### config.mk
export PLATFORM = sky130hd
export DESIGN_NAME = dbuf_pwm_timer
export DESIGN_NICKNAME = d
export VERILOG_FILES = /design/src/rtl/dbuf_pwm_pkg.sv /design/src/rtl/dbuf_regs.sv /design/src/rtl/dbuf_counter.sv /design/src/rtl/dbuf_cmp_ch.sv /design/src/rtl/dbuf_pwm_timer.sv
export SDC_FILE = /design/constraint.sdc
export NUM_CORES = 1
export LEC_CHECK = 0
export ABC_CLOCK_PERIOD_IN_PS = 3850
export CAP_MARGIN = 20
export CORE_MARGIN = 3
export CORE_UTILIZATION = 61
export DETAILED_ROUTE_END_ITERATION = 8
export PLACE_DENSITY = 0.8
export SYNTH_ARGS = -nofsm -noshare
export SYNTH_HDL_FRONTEND = slang
export SYNTH_SLANG_ARGS = --single-unit
export TNS_END_PERCENT = 50
### constraint.sdc
create_clock -name clk_i -period 3.85 [get_ports clk_i]
set_input_delay 0.77 -clock clk_i [delete_from_list [all_inputs] [get_ports clk_i]]
set_output_delay 0.77 -clock clk_i [all_outputs]
set_load 0.05 [all_outputs]
### src/rtl/dbuf_pwm_pkg.sv
package dbuf_pwm_pkg;
  localparam int unsigned ADDR_CTRL = 0;
  localparam int unsigned ADDR_FLAG = 1;
  localparam int unsigned ADDR_EVT  = 2;
  localparam int unsigned ADDR_PSC  = 3;
  localparam int unsigned ADDR_PRD  = 4;
  localparam int unsigned ADDR_CMP0 = 5;

  typedef struct packed {
    logic ovf;  // wrap-driven update
    logic upd;  // any update event (wrap or forced)
  } tmr_evt_t;
endpackage

### src/rtl/dbuf_regs.sv
module dbuf_regs
  import dbuf_pwm_pkg::*;
#(
  parameter int unsigned DW     = 16,
  parameter int unsigned NUM_CH = 2,
  parameter int unsigned AW     = 4
) (
  input  logic                       clk_i,
  input  logic                       rst_ni,
  input  logic                       we_i,
  input  logic [AW-1:0]              addr_i,
  input  logic [DW-1:0]              wdata_i,
  output logic [DW-1:0]              rdata_o,
  input  logic                       upd_i,
  output logic                       ug_o,
  output logic                       flag_o,
  output logic                       prd_buf_o,
  output logic [NUM_CH-1:0]          cmp_buf_o,
  output logic [DW-1:0]              psc_pre_o,
  output logic [DW-1:0]              prd_pre_o,
  output logic [NUM_CH-1:0][DW-1:0]  cmp_pre_o
);
  localparam int unsigned CTRL_W = NUM_CH + 1;

  logic [CTRL_W-1:0]         ctrl_q;
  logic [DW-1:0]             psc_q, prd_q;
  logic [NUM_CH-1:0][DW-1:0] cmp_q;
  logic                      flag_q;
  logic                      wr_ctrl, wr_flag, wr_psc, wr_prd;

  assign wr_ctrl = we_i && (addr_i == AW'(ADDR_CTRL));
  assign wr_flag = we_i && (addr_i == AW'(ADDR_FLAG));
  assign wr_psc  = we_i && (addr_i == AW'(ADDR_PSC));
  assign wr_prd  = we_i && (addr_i == AW'(ADDR_PRD));
  assign ug_o    = we_i && (addr_i == AW'(ADDR_EVT)) && wdata_i[0];

  always_ff @(posedge clk_i or negedge rst_ni) begin
    if (!rst_ni) begin
      ctrl_q <= '0;
      psc_q  <= '0;
      prd_q  <= '0;
      cmp_q  <= '0;
    end else begin
      if (wr_ctrl) ctrl_q <= wdata_i[CTRL_W-1:0];
      if (wr_psc)  psc_q  <= wdata_i;
      if (wr_prd)  prd_q  <= wdata_i;
      for (int c = 0; c < NUM_CH; c++)
        if (we_i && (addr_i == AW'(ADDR_CMP0 + c))) cmp_q[c] <= wdata_i;
    end
  end

  // set wins over a same-cycle clear
  always_ff @(posedge clk_i or negedge rst_ni) begin
    if (!rst_ni)                     flag_q <= 1'b0;
    else if (upd_i)                  flag_q <= 1'b1;
    else if (wr_flag && !wdata_i[0]) flag_q <= 1'b0;
  end

  always_comb begin
    rdata_o = '0;
    if      (addr_i == AW'(ADDR_CTRL)) rdata_o = DW'(ctrl_q);
    else if (addr_i == AW'(ADDR_FLAG)) rdata_o = DW'(flag_q);
    else if (addr_i == AW'(ADDR_PSC))  rdata_o = psc_q;
    else if (addr_i == AW'(ADDR_PRD))  rdata_o = prd_q;
    for (int c = 0; c < NUM_CH; c++)
      if (addr_i == AW'(ADDR_CMP0 + c)) rdata_o = cmp_q[c];
  end

  assign flag_o    = flag_q;
  assign prd_buf_o = ctrl_q[0];
  assign cmp_buf_o = ctrl_q[CTRL_W-1:1];
  assign psc_pre_o = psc_q;
  assign prd_pre_o = prd_q;
  assign cmp_pre_o = cmp_q;

  a_r10_clear_needs_zero_write: assert property (@(posedge clk_i) disable iff (!rst_ni)
    $fell(flag_q) |-> $past(wr_flag && !wdata_i[0]));
  a_r9_update_sets_flag: assert property (@(posedge clk_i) disable iff (!rst_ni)
    upd_i |=> flag_q);
endmodule

### src/rtl/dbuf_counter.sv
module dbuf_counter
  import dbuf_pwm_pkg::*;
#(
  parameter int unsigned CW = 16
) (
  input  logic          clk_i,
  input  logic          rst_ni,
  input  logic          en_i,
  input  logic          ug_i,
  input  logic          prd_buf_i,
  input  logic [CW-1:0] psc_pre_i,
  input  logic [CW-1:0] prd_pre_i,
  output logic [CW-1:0] cnt_o,
  output tmr_evt_t      evt_o
);
  logic [CW-1:0] psc_sh_q, psc_cnt_q, prd_sh_q, cnt_q, prd_eff;
  logic          tick, ovf, upd;

  assign prd_eff = prd_buf_i ? prd_sh_q : prd_pre_i;
  assign tick    = en_i && (psc_cnt_q >= psc_sh_q);
  // >= lets an unbuffered shrink below the count wrap on the next tick
  assign ovf     = tick && (cnt_q >= prd_eff);
  assign upd     = ovf || ug_i;

  always_ff @(posedge clk_i or negedge rst_ni) begin
    if (!rst_ni) begin
      psc_sh_q  <= '0;
      prd_sh_q  <= '0;
      psc_cnt_q <= '0;
      cnt_q     <= '0;
    end else begin
      if (upd)               psc_sh_q <= psc_pre_i;
      if (upd || !prd_buf_i) prd_sh_q <= prd_pre_i;
      if (upd || tick)       psc_cnt_q <= '0;
      else if (en_i)         psc_cnt_q <= psc_cnt_q + 1'b1;
      if (ug_i || ovf)       cnt_q <= '0;
      else if (tick)         cnt_q <= cnt_q + 1'b1;
    end
  end

  assign cnt_o     = cnt_q;
  assign evt_o.ovf = ovf;
  assign evt_o.upd = upd;

  a_r12_freeze: assert property (@(posedge clk_i) disable iff (!rst_ni)
    (!en_i && !ug_i) |=> ($stable(cnt_q) && $stable(psc_cnt_q)));
  a_r9_force_clears: assert property (@(posedge clk_i) disable iff (!rst_ni)
    ug_i |=> (cnt_q == '0 && psc_cnt_q == '0));
  a_r7_wrap_to_zero: assert property (@(posedge clk_i) disable iff (!rst_ni)
    ovf |=> cnt_q == '0);
  a_r8_psc_held: assert property (@(posedge clk_i) disable iff (!rst_ni)
    !upd |=> $stable(psc_sh_q));
  a_r4_prd_held: assert property (@(posedge clk_i) disable iff (!rst_ni)
    (prd_buf_i && !upd) |=> $stable(prd_sh_q));
endmodule

### src/rtl/dbuf_cmp_ch.sv
module dbuf_cmp_ch #(
  parameter int unsigned CW = 16
) (
  input  logic          clk_i,
  input  logic          rst_ni,
  input  logic          upd_i,
  input  logic          buf_i,
  input  logic [CW-1:0] cmp_pre_i,
  input  logic [CW-1:0] cnt_i,
  output logic          pwm_o
);
  logic [CW-1:0] cmp_sh_q, cmp_eff;

  always_ff @(posedge clk_i or negedge rst_ni) begin
    if (!rst_ni)              cmp_sh_q <= '0;
    else if (upd_i || !buf_i) cmp_sh_q <= cmp_pre_i;
  end

  assign cmp_eff = buf_i ? cmp_sh_q : cmp_pre_i;
  assign pwm_o   = cnt_i < cmp_eff;

  a_r5_buffered_hold: assert property (@(posedge clk_i) disable iff (!rst_ni)
    (buf_i && !upd_i) |=> $stable(cmp_sh_q));
  a_r6_commit_on_update: assert property (@(posedge clk_i) disable iff (!rst_ni)
    upd_i |=> cmp_sh_q == $past(cmp_pre_i));
endmodule

### src/rtl/dbuf_pwm_timer.sv
module dbuf_pwm_timer
  import dbuf_pwm_pkg::*;
#(
  parameter int unsigned CNT_W  = 16,
  parameter int unsigned NUM_CH = 2,
  parameter int unsigned ADDR_W = 4
) (
  input  logic              clk_i,
  input  logic              rst_ni,
  input  logic              en_i,
  input  logic              bus_we_i,
  input  logic [ADDR_W-1:0] bus_addr_i,
  input  logic [CNT_W-1:0]  bus_wdata_i,
  output logic [CNT_W-1:0]  bus_rdata_o,
  output logic [NUM_CH-1:0] pwm_o,
  output logic              upd_flag_o
);
  logic                         ug, prd_buf;
  logic [NUM_CH-1:0]            cmp_buf;
  logic [CNT_W-1:0]             psc_pre, prd_pre, cnt;
  logic [NUM_CH-1:0][CNT_W-1:0] cmp_pre;
  tmr_evt_t                     evt;

  dbuf_regs #(.DW(CNT_W), .NUM_CH(NUM_CH), .AW(ADDR_W)) u_regs (
    .clk_i, .rst_ni,
    .we_i(bus_we_i), .addr_i(bus_addr_i), .wdata_i(bus_wdata_i), .rdata_o(bus_rdata_o),
    .upd_i(evt.upd), .ug_o(ug), .flag_o(upd_flag_o),
    .prd_buf_o(prd_buf), .cmp_buf_o(cmp_buf),
    .psc_pre_o(psc_pre), .prd_pre_o(prd_pre), .cmp_pre_o(cmp_pre)
  );

  dbuf_counter #(.CW(CNT_W)) u_counter (
    .clk_i, .rst_ni, .en_i, .ug_i(ug), .prd_buf_i(prd_buf),
    .psc_pre_i(psc_pre), .prd_pre_i(prd_pre), .cnt_o(cnt), .evt_o(evt)
  );

  for (genvar c = 0; c < NUM_CH; c++) begin : g_ch
    dbuf_cmp_ch #(.CW(CNT_W)) u_ch (
      .clk_i, .rst_ni, .upd_i(evt.upd), .buf_i(cmp_buf[c]),
      .cmp_pre_i(cmp_pre[c]), .cnt_i(cnt), .pwm_o(pwm_o[c])
    );
  end
endmodule

==> impl_results.md <==
- Post-layout util: ~73%
- WL/cell: 22.56 um
- Avg Vias per Cell: around 6.6
- Largest net degree at the start of global routing: 100
- Final WL: around 23000 um
- RSZ-0062 raised after global routing: false
- Worst EP arrival: 2.85 ns
- Placed cell areas: 10170 um^2
- Critical path's top delay family: simple AND/OR/NAND/NOR gates
- Crit-path cells: clkdlybuf4s50_1 -> nand2b_1 -> nor2_1 -> and2_1 -> a22oi_1 -> o21ai_0 -> buf_12
- Final Setup Violations: 0
- Metal1 wirelength: a little under 10000 um
- Minimum clock period: roughly 3.6 ns
- Antenna-violating nets left: 0
- Share of the synthesized area in the top cell type: between 40% and 50%
- Crit. End Element: output pin
- TNS Setup: 0 ns
- Via count: 6877
- Post-Synthesis Cells: 792
- Die area: 16780 um^2
- Max-cap check violation count: 0
- Worst-Skew Late Latency: 0.43 ns
- CTS tree: yes
- Synth Cell Area: approximately 9300 um^2
- Final Net Count: ~930
- H-tree Lvls: 4
- Core area: roughly 15000 um^2
- Setup crit start kind: input pin
- Top Layer Used: met4
- Avg Synthesized Cell Area: 11.75 um^2
- Cell count after placement: around 1000
- Post_cts resized: 0
- # port buffers: 42
- Setup Buffers After CTS: 0
- Worst path bufs/invs: 2
- Synth warnings: 0
- Final Max Tran Viols: 0
- Routed length on met3: around 1500 um
- Post-Syn Nets: slightly below 900
- Synth cell types: 55
- Fmax: roughly 280 MHz
- Detailed placement HPWL: roughly 17000 um
- Worst slew margin: approximately 34%
- Hold buffer count at cts: 0
- P_leak: 0.004943 uW
- Area leader, netlist: dfrtp_1
- Layout cells sized above 1: about a quarter
- Pwr dens: approximately 600 nW/um^2
- Commonest register cell after synthesis: dfrtp_1
- Clock tree buffer depth: 2
- Largest cells by area after synthesis: dfrtp_1, mux2_2, ha_1
- Synth Register Bits: 164
- Worst IR Drop VDD: between 400 and 500 uV
- CP max FO: 12
- EDFF count, synth: 0
- DR pass1 iterations: 7
- Worst-margin pin slew: 0.9860 ns
- Clock Root Buffer: clkbuf_16
- Syn-to-layout area delta: 15.30%
- First-pass GRT wire length: approximately 38000 um
- Gpl congestion: roughly 0.88
- Die H: between 100 and 150 um
- Max stage delay cell, worst path: clkdlybuf4s50_1
- Met2 wire len: 11690 um
- PnR worst setup slack: ~0.23 ns
- Die width: ~130 um
- DRC Markers: 0
- Crit path kind: in -> out
- HP Class: in -> async
- Initial Util: 63.09%
- GRT Util Overall: ~29%
- Rows: between 40 and 50
- Final Cell Area: between 10000 and 15000 um^2
- Status: completed
- Critical path's largest stage delay: ~0.6 ns
- I/O pin count: 43
- Final Hold Fails: 0
- Antenna Cells: 0
- Non-filler cells, final: 1040
- Place WS: ~0.27 ns
- 1st-iter DRT viols: 502
- Clk sinks: approximately 160
- Sequential area share after synthesis: 44.09%
- Setup Skew: about 0.012 ns
- CP required: approximately 3.1 ns
- Vias in the first global route: 7163
- Clock buffer count from CTS: 17
- Initial antenna violation count: 0
- Worst-path clk slew: 0.06 ns
- Async SR Flop Fraction: 100.0%
- Final period utilization: between 90% and 100%
- Overflow after GRT: 0
==> synthesized netlist by cell type (all sizes together) (2+ instances only) <==
library cell	instances
a211o	2
a211oi	6
a21boi	3
a21o	10
a21oi	27
a221oi	3
a22oi	24
a2bb2oi	2
a32o	9
and2	4
and3	10
buf	15
clkbuf	20
dfrtp	164
ha	64
inv	21
mux2	133
mux2i	51
nand2	27
nand2b	6
nand3	21
nand3b	4
nand4	12
nand4b	2
nor2	41
nor2b	3
nor3	15
nor3b	5
nor4	11
o211ai	4
o21a	4
o21ai	33
o22ai	7
o2bb2ai	4
o31ai	2
or3	4
xnor2	8
==> through the flow <==
stage	hold slack (ns)	power, uW
after floorplan	0.4744	4145
after global placement	0.4882	4735
after detailed placement	0.4954	4865
after CTS	0.4821	6524
after global routing	0.4964	6888
final	0.4491	6520
==> placed cells by master (no fill, tap or decap), types with 4 or more instances in the layout <==
master / instances
nand4_1: 12
nor4_1: 11
nor3_1: 15
ha_1: 64
mux2_4: 39
mux2i_1: 51
o22ai_1: 7
nand3b_1: 4
xnor2_1: 8
a32o_1: 9
inv_6: 5
or3_1: 4
nand2b_1: 6
a22oi_1: 24
inv_1: 21
nand3_1: 21
clkdlybuf4s50_1: 23
o21ai_0: 31
nand2_1: 27
nor2_1: 41
a21o_1: 10
a21oi_1: 27
mux2_2: 94
and2_1: 4
a211oi_1: 5
o21a_1: 4
inv_8: 5
buf_4: 24
clkbuf_16: 17
buf_12: 19
dfrtp_1: 164
o2bb2ai_1: 4
and3_1: 10
nor3b_1: 5
==> registers in the layout (all words and copies together), names as in the netlist <==
register	count
u_counter.prd_sh_q	16
u_regs.psc_pre_o	16
g_ch.u_ch.cmp_sh_q	32
u_counter.cnt_o	16
u_counter.psc_cnt_q	16
u_regs.ctrl_q	3
u_regs.prd_pre_o	16
u_regs.flag_o	1
u_counter.psc_sh_q	16
u_regs.cmp_pre_o	32
==> cells by family after synthesis <==
group	count (synthesis)	synth area share, %
AND/OR/NAND/NOR	168	9.194
multiplexers	184	23.15
adder cells (fa/ha/maj)	64	8.602
AO/OA/AOI/OAI	146	11.36
flip-flops	164	44.09
XOR/XNOR	9	0.8468
buffers and inverters	57	2.769
==> report_power, final <==
group | internal, uW | switching [uW]
combinational | 1120 | 1090
clock | 857 | 766
sequential | 2210 | 480
total | 4190 | 2330
==> final timing paths <==
| kind | slack, ns | cells past startpoint | from | end |
|---|---|---|---|---|
| setup / recovery | 0.23 | 7 | bus_addr_i[0] | bus_rdata_o[15] |
| hold / removal | 0.45 | 1 | rst_ni | u_counter.psc_cnt_q[2] |
| setup reg to reg | 0.48 | 11 | u_regs.ctrl_q[0] | g_ch[1].u_ch.cmp_sh_q[9] |
| hold reg to reg | 0.51 | 1 | u_counter.prd_sh_q[0] | u_counter.prd_sh_q[0] |
| max in group asynchronous | 2.50 | 2 | rst_ni | g_ch[0].u_ch.cmp_sh_q[3] |
| min in group clk_i | 0.51 | 1 | u_counter.prd_sh_q[0] | u_counter.prd_sh_q[0] |
==> area by class of cell <==
cell class                 instances  area, um^2
multi-input combinational        571        4954
sequential                       164        4104
fill                             982        4021
timing repair buffer              67       802.0
clock buffer                      18       429.2
tap                              184       230.2
clock inverter                    14       131.4
inverter                          22       82.58
==> routing by layer <==
layer	track usage [%]	vias up
met1	38.30	3499
met3	6.265	60
li1	-	3072
met4	11.12	0
met2	48.93	246
met5	0	-
(Power assumes the default switching activity.)
